[config.mk]
export PLATFORM = sky130hd
export DESIGN_NAME = regwin_ctrl
export DESIGN_NICKNAME = d
export VERILOG_FILES = /design/src/rtl/regwin_pkg.sv /design/src/rtl/regwin_wrap.sv /design/src/rtl/regwin_decide.sv /design/src/rtl/regwin_ctrl.sv
export SDC_FILE = /design/constraint.sdc
export NUM_CORES = 1
export LEC_CHECK = 0
export ABC_AREA = 0
export BUFFER_PORTS_ARGS = -buffer_cell sky130_fd_sc_hd__buf_2
export CORE_MARGIN = 3
export CORE_UTILIZATION = 55
export CTS_BUF_LIST = sky130_fd_sc_hd__clkbuf_4
export DETAILED_ROUTE_END_ITERATION = 6
export PLACE_DENSITY = 0.82
export SYNTH_ARGS = -nofsm -noshare
export SYNTH_HDL_FRONTEND = slang
export SYNTH_SLANG_ARGS = --single-unit
[constraint.sdc]
create_clock -name clk -period 1.4 [get_ports clk]
set_clock_uncertainty 0.1 [all_clocks]
set_input_delay 0.14 -clock clk [delete_from_list [all_inputs] [get_ports clk]]
set_output_delay 0.14 -clock clk [all_outputs]
set_load 0.01 [all_outputs]
[src/rtl/regwin_pkg.sv]
package regwin_pkg;
  localparam int WST_W  = 6;
  localparam int TTYP_W = 3;

  typedef enum logic [1:0] {
    OP_NONE    = 2'd0,
    OP_SAVE    = 2'd1,
    OP_RESTORE = 2'd2,
    OP_FLUSHW  = 2'd3
  } rw_op_e;

  typedef enum logic [1:0] {
    TRAP_NONE  = 2'd0,
    TRAP_SPILL = 2'd1,
    TRAP_FILL  = 2'd2,
    TRAP_CLEAN = 2'd3
  } rw_trap_e;

  typedef enum logic [2:0] {
    SEL_CWP    = 3'd0,
    SEL_CANSV  = 3'd1,
    SEL_CANRS  = 3'd2,
    SEL_CLEAN  = 3'd3,
    SEL_OTHER  = 3'd4,
    SEL_WSTATE = 3'd5
  } rw_sel_e;
endpackage

[src/rtl/regwin_wrap.sv]
module regwin_wrap #(
  parameter int NWIN = 8,
  parameter int CW   = $clog2(NWIN)
) (
  input  logic [CW-1:0] cur,
  output logic [CW-1:0] plus1,
  output logic [CW-1:0] plus2,
  output logic [CW-1:0] minus1
);
  localparam bit POW2 = ((NWIN & (NWIN - 1)) == 0);

  generate
    if (POW2) begin : g_pow2
      always_comb begin
        plus1  = cur + CW'(1);
        plus2  = cur + CW'(2);
        minus1 = cur - CW'(1);
      end
    end else begin : g_general
      logic [CW:0] s1, s2;
      always_comb begin
        s1     = {1'b0, cur} + (CW+1)'(1);
        s2     = {1'b0, cur} + (CW+1)'(2);
        plus1  = (s1 >= (CW+1)'(NWIN)) ? CW'(s1 - (CW+1)'(NWIN)) : s1[CW-1:0];
        plus2  = (s2 >= (CW+1)'(NWIN)) ? CW'(s2 - (CW+1)'(NWIN)) : s2[CW-1:0];
        minus1 = (cur == '0) ? CW'(NWIN - 1) : cur - CW'(1);
      end
    end
  endgenerate
endmodule

[src/rtl/regwin_decide.sv]
module regwin_decide
  import regwin_pkg::*;
#(
  parameter int NWIN = 8,
  parameter int CW   = $clog2(NWIN)
) (
  input  logic              op_valid,
  input  logic [1:0]        op,
  input  logic [CW-1:0]     cwp,
  input  logic [CW-1:0]     cansave,
  input  logic [CW-1:0]     canrestore,
  input  logic [CW-1:0]     cleanwin,
  input  logic [CW-1:0]     otherwin,
  input  logic [WST_W-1:0]  wstate,
  input  logic [CW-1:0]     cwp_p1,
  input  logic [CW-1:0]     cwp_p2,
  input  logic [CW-1:0]     cwp_m1,
  output logic [CW-1:0]     n_cwp,
  output logic [CW-1:0]     n_cansave,
  output logic [CW-1:0]     n_canrestore,
  output rw_trap_e          trap,
  output logic [TTYP_W-1:0] ttype
);
  localparam logic [CW-1:0] FLUSH_DONE = CW'(NWIN - 2);

  logic [TTYP_W-1:0] sel_type;

  always_comb begin
    n_cwp        = cwp;
    n_cansave    = cansave;
    n_canrestore = canrestore;
    trap         = TRAP_NONE;
    sel_type     = (otherwin != '0) ? wstate[5:3] : wstate[2:0];
    if (op_valid) begin
      case (rw_op_e'(op))
        OP_SAVE: begin
          if (cansave == '0) begin
            trap  = TRAP_SPILL;
            n_cwp = cwp_p2;
          end else if (cleanwin == canrestore) begin
            trap  = TRAP_CLEAN;
            n_cwp = cwp_p1;
          end else begin
            n_cwp        = cwp_p1;
            n_cansave    = cansave - CW'(1);
            n_canrestore = canrestore + CW'(1);
          end
        end
        OP_RESTORE: begin
          n_cwp = cwp_m1;
          if (canrestore == '0) begin
            trap = TRAP_FILL;
          end else begin
            n_cansave    = cansave + CW'(1);
            n_canrestore = canrestore - CW'(1);
          end
        end
        OP_FLUSHW: begin
          if (cansave != FLUSH_DONE) trap = TRAP_SPILL;
        end
        default: ;
      endcase
    end
    ttype = ((trap == TRAP_SPILL) || (trap == TRAP_FILL)) ? sel_type : '0;
  end
endmodule

[src/rtl/regwin_ctrl.sv]
module regwin_ctrl
  import regwin_pkg::*;
#(
  parameter int NWIN = 8,
  parameter int CW   = $clog2(NWIN)
) (
  input  logic              clk,
  input  logic              rst_n,
  input  logic              op_valid,
  input  logic [1:0]        op_code,
  input  logic              wr_en,
  input  logic [2:0]        wr_sel,
  input  logic [WST_W-1:0]  wr_data,
  output logic [CW-1:0]     cwp,
  output logic [CW-1:0]     cansave,
  output logic [CW-1:0]     canrestore,
  output logic [CW-1:0]     cleanwin,
  output logic [CW-1:0]     otherwin,
  output logic [WST_W-1:0]  wstate,
  output logic              trap_valid,
  output logic [1:0]        trap_code,
  output logic [TTYP_W-1:0] trap_type
);
  logic [1:0] rst_sync;
  logic       rst_q;

  always_ff @(posedge clk or negedge rst_n) begin
    if (!rst_n) rst_sync <= 2'b00;
    else        rst_sync <= {rst_sync[0], 1'b1};
  end
  assign rst_q = rst_sync[1];

  logic [CW-1:0]     cwp_p1, cwp_p2, cwp_m1;
  logic [CW-1:0]     dec_cwp, dec_cs, dec_cr;
  rw_trap_e          dec_trap;
  logic [TTYP_W-1:0] dec_type;

  regwin_wrap #(.NWIN(NWIN), .CW(CW)) u_wrap (
    .cur(cwp), .plus1(cwp_p1), .plus2(cwp_p2), .minus1(cwp_m1)
  );

  regwin_decide #(.NWIN(NWIN), .CW(CW)) u_decide (
    .op_valid(op_valid), .op(op_code), .cwp(cwp), .cansave(cansave),
    .canrestore(canrestore), .cleanwin(cleanwin), .otherwin(otherwin),
    .wstate(wstate), .cwp_p1(cwp_p1), .cwp_p2(cwp_p2), .cwp_m1(cwp_m1),
    .n_cwp(dec_cwp), .n_cansave(dec_cs), .n_canrestore(dec_cr),
    .trap(dec_trap), .ttype(dec_type)
  );

  logic [CW-1:0]    cwp_d, cs_d, cr_d, cw_d, ow_d;
  logic [WST_W-1:0] ws_d;
  logic             state_en;

  assign state_en = op_valid | wr_en;

  always_comb begin
    cwp_d = dec_cwp;
    cs_d  = dec_cs;
    cr_d  = dec_cr;
    cw_d  = cleanwin;
    ow_d  = otherwin;
    ws_d  = wstate;
    if (!op_valid && wr_en) begin
      case (rw_sel_e'(wr_sel))
        SEL_CWP:    cwp_d = wr_data[CW-1:0];
        SEL_CANSV:  cs_d  = wr_data[CW-1:0];
        SEL_CANRS:  cr_d  = wr_data[CW-1:0];
        SEL_CLEAN:  cw_d  = wr_data[CW-1:0];
        SEL_OTHER:  ow_d  = wr_data[CW-1:0];
        SEL_WSTATE: ws_d  = wr_data;
        default: ;
      endcase
    end
  end

  always_ff @(posedge clk or negedge rst_q) begin
    if (!rst_q) begin
      cwp        <= '0;
      cansave    <= CW'(NWIN - 2);
      canrestore <= '0;
      cleanwin   <= CW'(NWIN - 1);
      otherwin   <= '0;
      wstate     <= '0;
    end else if (state_en) begin
      cwp        <= cwp_d;
      cansave    <= cs_d;
      canrestore <= cr_d;
      cleanwin   <= cw_d;
      otherwin   <= ow_d;
      wstate     <= ws_d;
    end
  end

  always_ff @(posedge clk or negedge rst_q) begin
    if (!rst_q) begin
      trap_valid <= 1'b0;
      trap_code  <= TRAP_NONE;
      trap_type  <= '0;
    end else begin
      trap_valid <= op_valid && (dec_trap != TRAP_NONE);
      trap_code  <= dec_trap;
      trap_type  <= dec_type;
    end
  end

  AST_SAVE_SPILL: assert property (@(posedge clk) disable iff (!rst_q)
    (op_valid && op_code == OP_SAVE && cansave == '0) |=> (trap_valid && trap_code == TRAP_SPILL));
  AST_OTHER_TYPE: assert property (@(posedge clk) disable iff (!rst_q)
    (op_valid && op_code == OP_SAVE && cansave == '0 && otherwin != '0) |=> (trap_type == $past(wstate[5:3])));
  AST_SAVE_COUNTS: assert property (@(posedge clk) disable iff (!rst_q)
    (op_valid && op_code == OP_SAVE && cansave != '0 && cleanwin != canrestore)
    |=> (cansave == $past(cansave) - CW'(1) && canrestore == $past(canrestore) + CW'(1) && !trap_valid));
  AST_RESTORE_BACK: assert property (@(posedge clk) disable iff (!rst_q)
    (op_valid && op_code == OP_RESTORE)
    |=> (cwp == (($past(cwp) == '0) ? CW'(NWIN - 1) : $past(cwp) - CW'(1))));
  AST_RESTORE_FILL: assert property (@(posedge clk) disable iff (!rst_q)
    (op_valid && op_code == OP_RESTORE && canrestore == '0) |=> (trap_code == TRAP_FILL && trap_valid));
  AST_FLUSH_STILL: assert property (@(posedge clk) disable iff (!rst_q)
    (op_valid && op_code == OP_FLUSHW) |=> ($stable(cwp) && $stable(cansave) && $stable(canrestore)));
  AST_IDLE_QUIET: assert property (@(posedge clk) disable iff (!rst_q)
    (!op_valid) |=> (!trap_valid && trap_code == TRAP_NONE && trap_type == '0));
endmodule

---- Word level (Yosys, flattened, before mapping) ----
Index checks and enable logic that the tools add are counted.
word-level totals
  register bits ........................... 29
  word-level logic and storage cells ...... 69
  bits of input ports ..................... 15
cells by class
  bitwise gates (word level) .............. 1
  multiplexer cells ....................... 27
  add/sub/neg operators ................... 7
  reduce and logical (&&, ||, !) cells .... 12
  equal/unequal tests ..................... 12
operators by type and width
  kind                                                                 number
  3-bit 2-to-1 mux                                                     18
  3-bit one-hot mux with 2 select lines                                3
  3-bit by 1-bit adder with 3-bit output (second input constant)       3
  3-bit zero test                                                      3
  3-bit AND reduction                                                  3
  3-bit by 1-bit subtractor with 3-bit output (second input constant)  3
  2-bit 2-to-1 mux                                                     4
  2-bit == test (second input constant)                                3
  3-bit by 2-bit == test with 1-bit output (second input constant)     2
  3-bit == test (second input constant)                                2
  2-bit one-hot mux with 3 select lines                                1
  2-bit by 1-bit == test with 1-bit output (second input constant)     2
  3-bit by 2-bit adder with 3-bit output (second input constant)       1
  3-bit by 1-bit == test with 1-bit output (second input constant)     1
  3-bit == test                                                        1
  3-bit != test (second input constant)                                1
  3-bit nonzero test                                                   1
  1-bit logical AND                                                    2
  2-bit nonzero test                                                   1
  1-bit zero test                                                      1
  1-bit logical OR                                                     1
  1-bit 2-to-1 mux                                                     1
  1-bit bitwise OR                                                     1

---- Logic depth before layout (Yosys ltp) ----
Gate-level depths: netlist of the first run.
  word-level depth ........................ 8
  gate-level depth with buffers ........... 8
  gate-level depth less buffers ........... 8

---- Cells and area by module ----
A second synthesis of the first run with hierarchy kept.
unflattened totals
  cell total of the unflattened synthesis .. 201
  area total of the unflattened synthesis .. 1923.1 um2
modules (own cells, without submodules)
  module         area each (um2)  cells an instance  times used
  regwin_ctrl    1177.4           96                 1
  regwin_decide  668.1            95                 1
  regwin_wrap    77.6             10                 1

---- Worst setup path before layout of the first run ----
OpenSTA, ideal clock, no wires.
  path type ............................... register to register
  start point ............................. reg cansave[1]
  end point ............................... reg canrestore[0]
  data required time ...................... 1.170 ns
  library setup time ...................... 0.130 ns
  stages on the path, launching flop included .. 8
  period minus slack after synthesis ...... 2.023 ns
  arrival ................................. 1.794 ns
  slack ................................... -0.623 ns
  path through ............................ dfstp_2 inv_1 ha_1 nor2b_2 a221o_1 a21o_1 a22oi_1 a21oi_1
on the way
  word-level cells in the longest chain between the ends .. 6
RTL lines
  what                                     RTL line             source
  start, declared                          regwin_ctrl.sv:15    output logic [CW-1:0] cansave,
  start signal, assigned                   regwin_ctrl.sv:79    cansave <= CW'(NWIN - 2);
  start signal, assigned                   regwin_ctrl.sv:86    cansave <= cs_d;
  3-bit zero test *                        regwin_decide.sv:37  if (cansave == '0) begin
  3-bit 2-to-1 mux *                       regwin_decide.sv:37
  3-bit one-hot mux with 2 select lines *  regwin_decide.sv:35  case (rw_op_e'(op))
  3-bit 2-to-1 mux *                       regwin_decide.sv:34  if (op_valid) begin
  3-bit 2-to-1 mux                         regwin_ctrl.sv:64    case (rw_sel_e'(wr_sel))
  3-bit 2-to-1 mux *                       regwin_ctrl.sv:63    if (!op_valid && wr_en) begin
  end signal, assigned                     regwin_ctrl.sv:87    canrestore <= cr_d;
  end, declared                            regwin_ctrl.sv:16    output logic [CW-1:0] canrestore,
Mark *: on every way between the ends. The rest lies on a longest branch, timed or not.
A chain may end at the register's enable or synchronous reset.

---- Final worst setup path of the first run ----
  start point ............................. reg cansave[1]
  end point ............................... reg cwp[2]
on the way
  word-level cells in the longest chain between the ends .. 6
RTL lines
  what                                     RTL line             source
  3-bit zero test *                        regwin_decide.sv:37
  3-bit 2-to-1 mux *                       regwin_decide.sv:37
  3-bit one-hot mux with 2 select lines *  regwin_decide.sv:35
  3-bit 2-to-1 mux *                       regwin_decide.sv:34
  3-bit 2-to-1 mux                         regwin_ctrl.sv:64
  3-bit 2-to-1 mux *                       regwin_ctrl.sv:63
  end signal, assigned                     regwin_ctrl.sv:85    cwp <= cwp_d;
  end, declared                            regwin_ctrl.sv:14    output logic [CW-1:0] cwp,
Marks and branches as above.

==> results of run 1 <==
## synthesized netlist by cell type, types with 2 or more instances
cell	count
dfrtp_1	24
nand2_1	15
ha_1	14
nor2_1	13
inv_1	11
mux2_1	11
a21oi_1	7
o21ai_0	7
nor2b_1	6
nor3_1	6
dfstp_2	5
nand2b_1	5
nand3_1	5
a221oi_1	4
clkbuf_1	4
mux2i_1	4
nor4_1	3
o211ai_1	3
o21ai_1	3
xor2_1	3
a22oi_1	2
and2_1	2
buf_2	2
nand3b_1	2
## worst register-to-register path, delay by kind of cell, from the launching register on
kind,cells,cell delay [ns]
xor gates and xnor gates,1,0.19
buffers and inverters,2,0.18
and+or+nand+nor,2,0.43
AOI/OAI and AO/OA,1,0.12
muxes,1,0.24
DFF,1,0.57
adders and majority gates,1,0.17
## per-layer routing
layer	routed length [um]	vias up	share of wire, %
met5	0	-	0
met4	511	0	7.2
met3	653	65	9.2
met2	3420	182	48
met1	2520	928	35
li1	-	807	-
## kinds of logic (layout without fill, tap and decap cells)
| kind of cell | count (synthesis) | in the layout | synth area share, % |
|---|---|---|---|
| and+or+nand+nor | 64 | 64 | 19.6 |
| other | 1 | 1 | 0.214 |
| xor gates and xnor gates | 5 | 5 | 2.93 |
| adders and majority gates | 14 | 14 | 9.99 |
| AOI/OAI and AO/OA | 33 | 33 | 12.1 |
| DFF | 29 | 29 | 41.8 |
| buffers and inverters | 18 | 113 | 4.00 |
| muxes | 15 | 15 | 9.35 |
## how the worst min path moves through the flow
stage               start          end  slack (ns)  cells past startpoint
floorplan           rst_n  rst_sync[0]       -0.26                      0
CTS                 rst_n  rst_sync[1]       0.001                      2
global route        rst_n  rst_sync[1]        0.02                      2
global placement    rst_n  rst_sync[1]       -0.18                      1
finish              rst_n  rst_sync[1]      -0.008                      2
detailed placement  rst_n  rst_sync[1]       -0.17                      1
## power by group through the flow
stage | clock network [mW] | logic (mW) | registers (mW)
global placement | 0 | 1.95 | 1.28
CTS | 0.689 | 2.40 | 1.27
global route | 0.753 | 3.10 | 1.32
finish | 0.711 | 2.95 | 1.31
detailed placement | 0 | 2.07 | 1.30
floorplan | 0 | 0.962 | 1.43
## timing repair
item / in CTS / in global routing
gates resized for setup: 19 / 25
pin swaps: 18 / 13
buffers inserted: 9 / 5
endpoints found under the hold margin: 8 / 0
hold buffers: 6 / 0
setup endpoints to repair: 16 / 19
## layout by cell type (no fill, tap or decap), types with 4 or more instances in the layout
cell,n
buf_4,38
buf_2,37
dfrtp_1,21
nand2_1,13
nor2_1,13
buf_6,12
mux2_1,11
ha_1,11
inv_1,9
o21ai_1,6
clkbuf_4,6
dlygate4sd3_1,6
nor3_1,5
dfstp_2,5
nor2b_4,4
nand2b_1,4
a221oi_2,4
nand3_1,4
a21oi_1,4
o21ai_0,4
## area by class of cell
type	count	area [um^2]	area share, %
clock buffers	6	45.0	1.67
inverters	12	45.0	1.67
well taps	42	52.6	1.94
clock inverters	2	33.8	1.25
repair buffers	93	666	24.6
multi-input cells	132	1130	41.7
flip-flops and latches	29	736	27.2
## registers in the layout (all words and copies together) (netlist names)
signal      flops
trap_type       3
trap_valid      1
trap_code       2
cansave         3
cwp             3
rst_sync        2
cleanwin        3
canrestore      3
wstate          6
otherwin        3
==> impl_metrics.yaml, run 1 <==
run_status:
  status: "finished, violations left"
  violations: "hold timing, setup timing"
synthesis:
  postSynthAreaPerCell_um2: 9.79
  ys_seq_area_share_pct: 41.8
  synthFlopType: "dfrtp_1"
  ys_types: 42
  ys_ff_latch: 29
  synth_area_leaders: "dfrtp_1, ha_1, dfstp_2"
  syn-num-nets: 208
  yosysTopAreaCell: "dfrtp_1"
  yosysTopAreaCellShare_pct: 34.3
  synthCells: 179
  synth_edf_count: 0
  synthArstFlopShare_pct: 100
  netlist_area_um2: 1750
  yosysWarnings: 0
sta:
  fin_tns_setup_ns: -7.65
  grt_setup_unrepaired: "yes"
  setup_viol: 18
  hold_slack_ns: -0.00779
  finalCriticalPeriod_ns: 2.14
  timing.final.crit_share_pct: 153
  maxSlewViolCount: 0
  hold_viol: 2
  fmax_mhz: 467
  setup_ws_ns: -0.739
pwr:
  power.total_mw: 4.96
  pwr-share-clk_pct: 14.3
  seqPwrFrac_pct: 26.3
  irDropWorstVdd_mv: 1.63
  switchingPower_mw: 2.04
  p_int_mw: 2.93
  powerDensity_nw_per_um2: 1840
  p_leak_nw: 1.31
  swShare_pct: 41.0
  p_comb_share_pct: 59.4
critical_path:
  reg2regPathDepth: 8
  r2r-end: "cwp[2]"
  crit_start: "cansave[1]"
  cp_num_buf_inv: 2
  critPathCapture: "cwp[2]"
  end_kind: "register"
  cp_max_fo: 3
  crit_type: "register to register"
  r2r_setup_slack_ns: -0.74
  r2r-start: "cansave[1]"
  slowest_delay_ns: 0.57
  cp.depth: 8
  worstPathArrival_ns: 2.25
  cp.required_ns: 1.51
  cp_top_family: "flip-flops"
  crit_chain: "inv_2, ha_4, nand2b_4, buf_4, mux2i_4, xnor2_1, a221oi_2, nor3_1"
  critPathLaunchType: "register"
  cp_slowest_cell: "dfstp_2"
run:
  max-cap-violations: 0
layout:
  final_cells: 316
  layout-drive-gt1-share_pct: 49.6
  area_growth_pct: 54.3
  final_area_um2: 2710
  fin_util_pct: 93.3
  fill_cells: 110
  num-nets-final: 302
  diodes: 0
clock_network:
  htree_levels: 2
  clock_latency_ns: 0.35
  cts_buffers: 5
  cts_num_sinks: 29
  cts_buffer_depth: 2
  cts_tree: "yes"
  cts_root_buffer: "clkbuf_4"
  clk_pin_slew_worst_paths_ns: 0.11
placement:
  dp_cells: 290
  gp_congestion: 0.895
  postPlaceCellArea_um2: 2280
  dpl_worst_slack_ns: -0.579
  dp_hpwl_um: 3660
  placement.io_buffers: 41
floorplan:
  die_w_um: 62.5
  die_h_um: 62.5
  pin_count: 42
  core_um2: 2900
  rows: 19
  die-area_um2: 3900
  start_util_pct: 60.4
route:
  wl_per_cell_um: 22.5
  remaining_drc_errors: 0
  antenna_left: 0
  vias: 1982
  first_pass_iters: 5
  first_iter_violations: 183
  drt-total-wl_um: 7110
  routed_via_density: 6.27
global_routing:
  grt_start_max_net_pins: 28
  use_met1_pct: 33.4
  antenna_found_initial: 0
  gr-total-overflow: 0
  met3_usage_pct: 6.83
  grtUsageMet2_pct: 57.4
  grtUsageTotal_pct: 31.8
  busiest_layer: "met2"
  grt_first_pass_wirelength_um: 9630
  grt_pass1_vias: 1999
hold_path:
  worstHoldPathType: "input pin to async pin"
Power figures use the tool's default switching activity.
==> run 2, diff against run 1 <==
--- a/config.mk
+++ b/config.mk
@@ -8,10 +8,10 @@
 export ABC_AREA = 0
 export BUFFER_PORTS_ARGS = -buffer_cell sky130_fd_sc_hd__buf_2
 export CORE_MARGIN = 3
-export CORE_UTILIZATION = 55
+export CORE_UTILIZATION = 43
 export CTS_BUF_LIST = sky130_fd_sc_hd__clkbuf_4
 export DETAILED_ROUTE_END_ITERATION = 6
-export PLACE_DENSITY = 0.82
+export PLACE_DENSITY = 0.66
 export SYNTH_ARGS = -nofsm -noshare
 export SYNTH_HDL_FRONTEND = slang
 export SYNTH_SLANG_ARGS = --single-unit
==> run 2 against run 1 <==
  * The flow finishes with violations (setup timing)
  * Maximum frequency increased by 11%
  * First-iteration DRC count is 51% lower
  * Final area decreased by 3.2%
  * Critical path depth stayed put
==> impl_metrics.yaml, run 2 (synthesis results as in run 1) <==
critical_path:
  end_kind: "register"
  cp_slowest_cell: "dfstp_2"
  cp_max_fo: 3
  critPathLaunchType: "register"
  path_common_cell: "ha_4"
  cp.required_ns: 1.52
  worstPathArrival_ns: 2.05
  crit_type: "register to register"
  slowest_delay_ns: 0.55
  crit_chain: "inv_2, ha_4, nor2b_4, o21a_1, a21oi_2, or2_1, ha_4, nor2b_1"
pwr:
  seqPwrFrac_pct: 29.4
  power.total_mw: 4.40
  p_comb_share_pct: 54.7
  swShare_pct: 37.7
  p_int_mw: 2.74
  p_leak_nw: 1.26
  pwr-share-clk_pct: 15.9
  irDropWorstVdd_mv: 0.971
  powerDensity_nw_per_um2: 1680
  switchingPower_mw: 1.66
floorplan:
  die_h_um: 69.9
  core_um2: 3800
  rows: 22
  pin_count: 42
  die_w_um: 69.9
  die-area_um2: 4880
  start_util_pct: 46.1
placement:
  dp_hpwl_um: 3310
  postPlaceCellArea_um2: 2280
  dp_cells: 294
  gp_congestion: 0.877
  placement.io_buffers: 41
run_status:
  status: "finished, violations left"
  violations: "setup timing"
hold_path:
  worstHoldPathType: "register to async pin"
clock_network:
  cts_buffer_depth: 2
  clk_pin_slew_worst_paths_ns: 0.11
  cts_buffers: 5
  cts_num_sinks: 29
  cts_root_buffer: "clkbuf_4"
  clock_latency_ns: 0.34
  cts_tree: "yes"
  htree_levels: 2
sta:
  fmax_mhz: 519
  setup_ws_ns: -0.526
  timing.final.crit_share_pct: 138
  fin_tns_setup_ns: -5.68
  hold_viol: 0
  finalCriticalPeriod_ns: 1.93
  grt_setup_unrepaired: "yes"
  setup_viol: 15
  maxSlewViolCount: 0
layout:
  fin_util_pct: 68.9
  area_growth_pct: 49.3
  layout-drive-gt1-share_pct: 46.6
  regMostFlops: "wstate"
  final_common_cell: "buf_2"
  num-nets-final: 292
  final_cells: 312
  largest_reg_flops: 6
  diodes: 0
  final_area_um2: 2620
  final_cell_mix: "buf_2, buf_4, dfrtp_1"
  fill_cells: 305
global_routing:
  grt_pass1_vias: 1619
  antenna_found_initial: 0
  grtUsageTotal_pct: 19.8
  gr-total-overflow: 0
  grt_first_pass_wirelength_um: 7660
  grt_start_max_net_pins: 23
run:
  max-cap-violations: 0
route:
  vias: 1647
  first_iter_violations: 89
  routed_via_density: 5.28
  antenna_left: 0
  wl_per_cell_um: 14.9
  drt-total-wl_um: 4650
  remaining_drc_errors: 0
  first_pass_iters: 4
[run 2: cell count changes in the layout (fill, tap and decap cells not counted), moves of 2 or more]
cell and delta:
buf_4 -7, buf_6 -4, nor2b_1 +4, nor2b_4 -3
o21ai_1 -2
[run 2: critical path: cells and delay by family, from the launching register on]
family	cells	cell delay [ns]
buffers and inverters	1	0.05
DFF	1	0.55
and+or+nand+nor	3	0.42
AOI/OAI and AO/OA	2	0.32
adders and majority gates	2	0.38
[run 2: power groups by stage]
stage	registers (mW)	clock network, mW	logic [mW]
after floorplan	1.43	0	0.962
after global placement	1.29	0	1.96
after detailed placement	1.30	0	1.99
after CTS	1.28	0.713	2.21
after global routing	1.33	0.753	2.63
final	1.29	0.697	2.40
[run 2: timing repair]
action	in CTS	in global routing
gates cloned	0	0
buffers inserted	4	4
gates resized for setup	18	15
setup endpoints to repair	15	19
endpoints found under the hold margin	7	0
pin swaps	16	13
hold buffers	5	0
[run 2: area by class of cell]
cell class	count	area [um^2]	share of cell area (%)
inverter	12	45.0	1.72
timing repair buffer	83	583	22.3
clock buffer	6	45.0	1.72
sequential	29	736	28.1
multi-input combinational	132	1110	42.6
tap	48	60.1	2.29
clock inverter	2	33.8	1.29
[run 2: stage by stage]
step,hold WS [ns],worst slack (ns)
floorplan,-0.256,-0.555
global placement,-0.172,-0.524
detailed placement,-0.167,-0.565
CTS,0.000634,-0.546
global route,0.0110,-0.579
finish,0.00152,-0.526
[run 2: final timing paths]
kind | slack [ns] | cells past startpoint | from | endpoint
worst max-delay path | -0.53 | 8 | cansave[1] | trap_type[2]
max in group asynchronous | 0.70 | 1 | rst_sync[1] | cleanwin[2]
worst max register to register | -0.53 | 8 | cansave[1] | trap_type[2]
min in group clk | 0 | 3 | wr_data[0] | cansave[0]
worst min register to register | 0.002 | 0 | rst_sync[1] | cansave[0]
worst min-delay path | 0.002 | 0 | rst_sync[1] | cansave[0]
[run 2: routing by layer]
| metal | track usage, % | wire length (um) | part of all wire [%] |
|---|---|---|---|
| met5 | 0 | 0 | 0 |
| met4 | 7.87 | 105 | 2.3 |
| met3 | 4.75 | 320 | 6.9 |
| met2 | 32.2 | 2210 | 48 |
| met1 | 25.1 | 2010 | 43 |
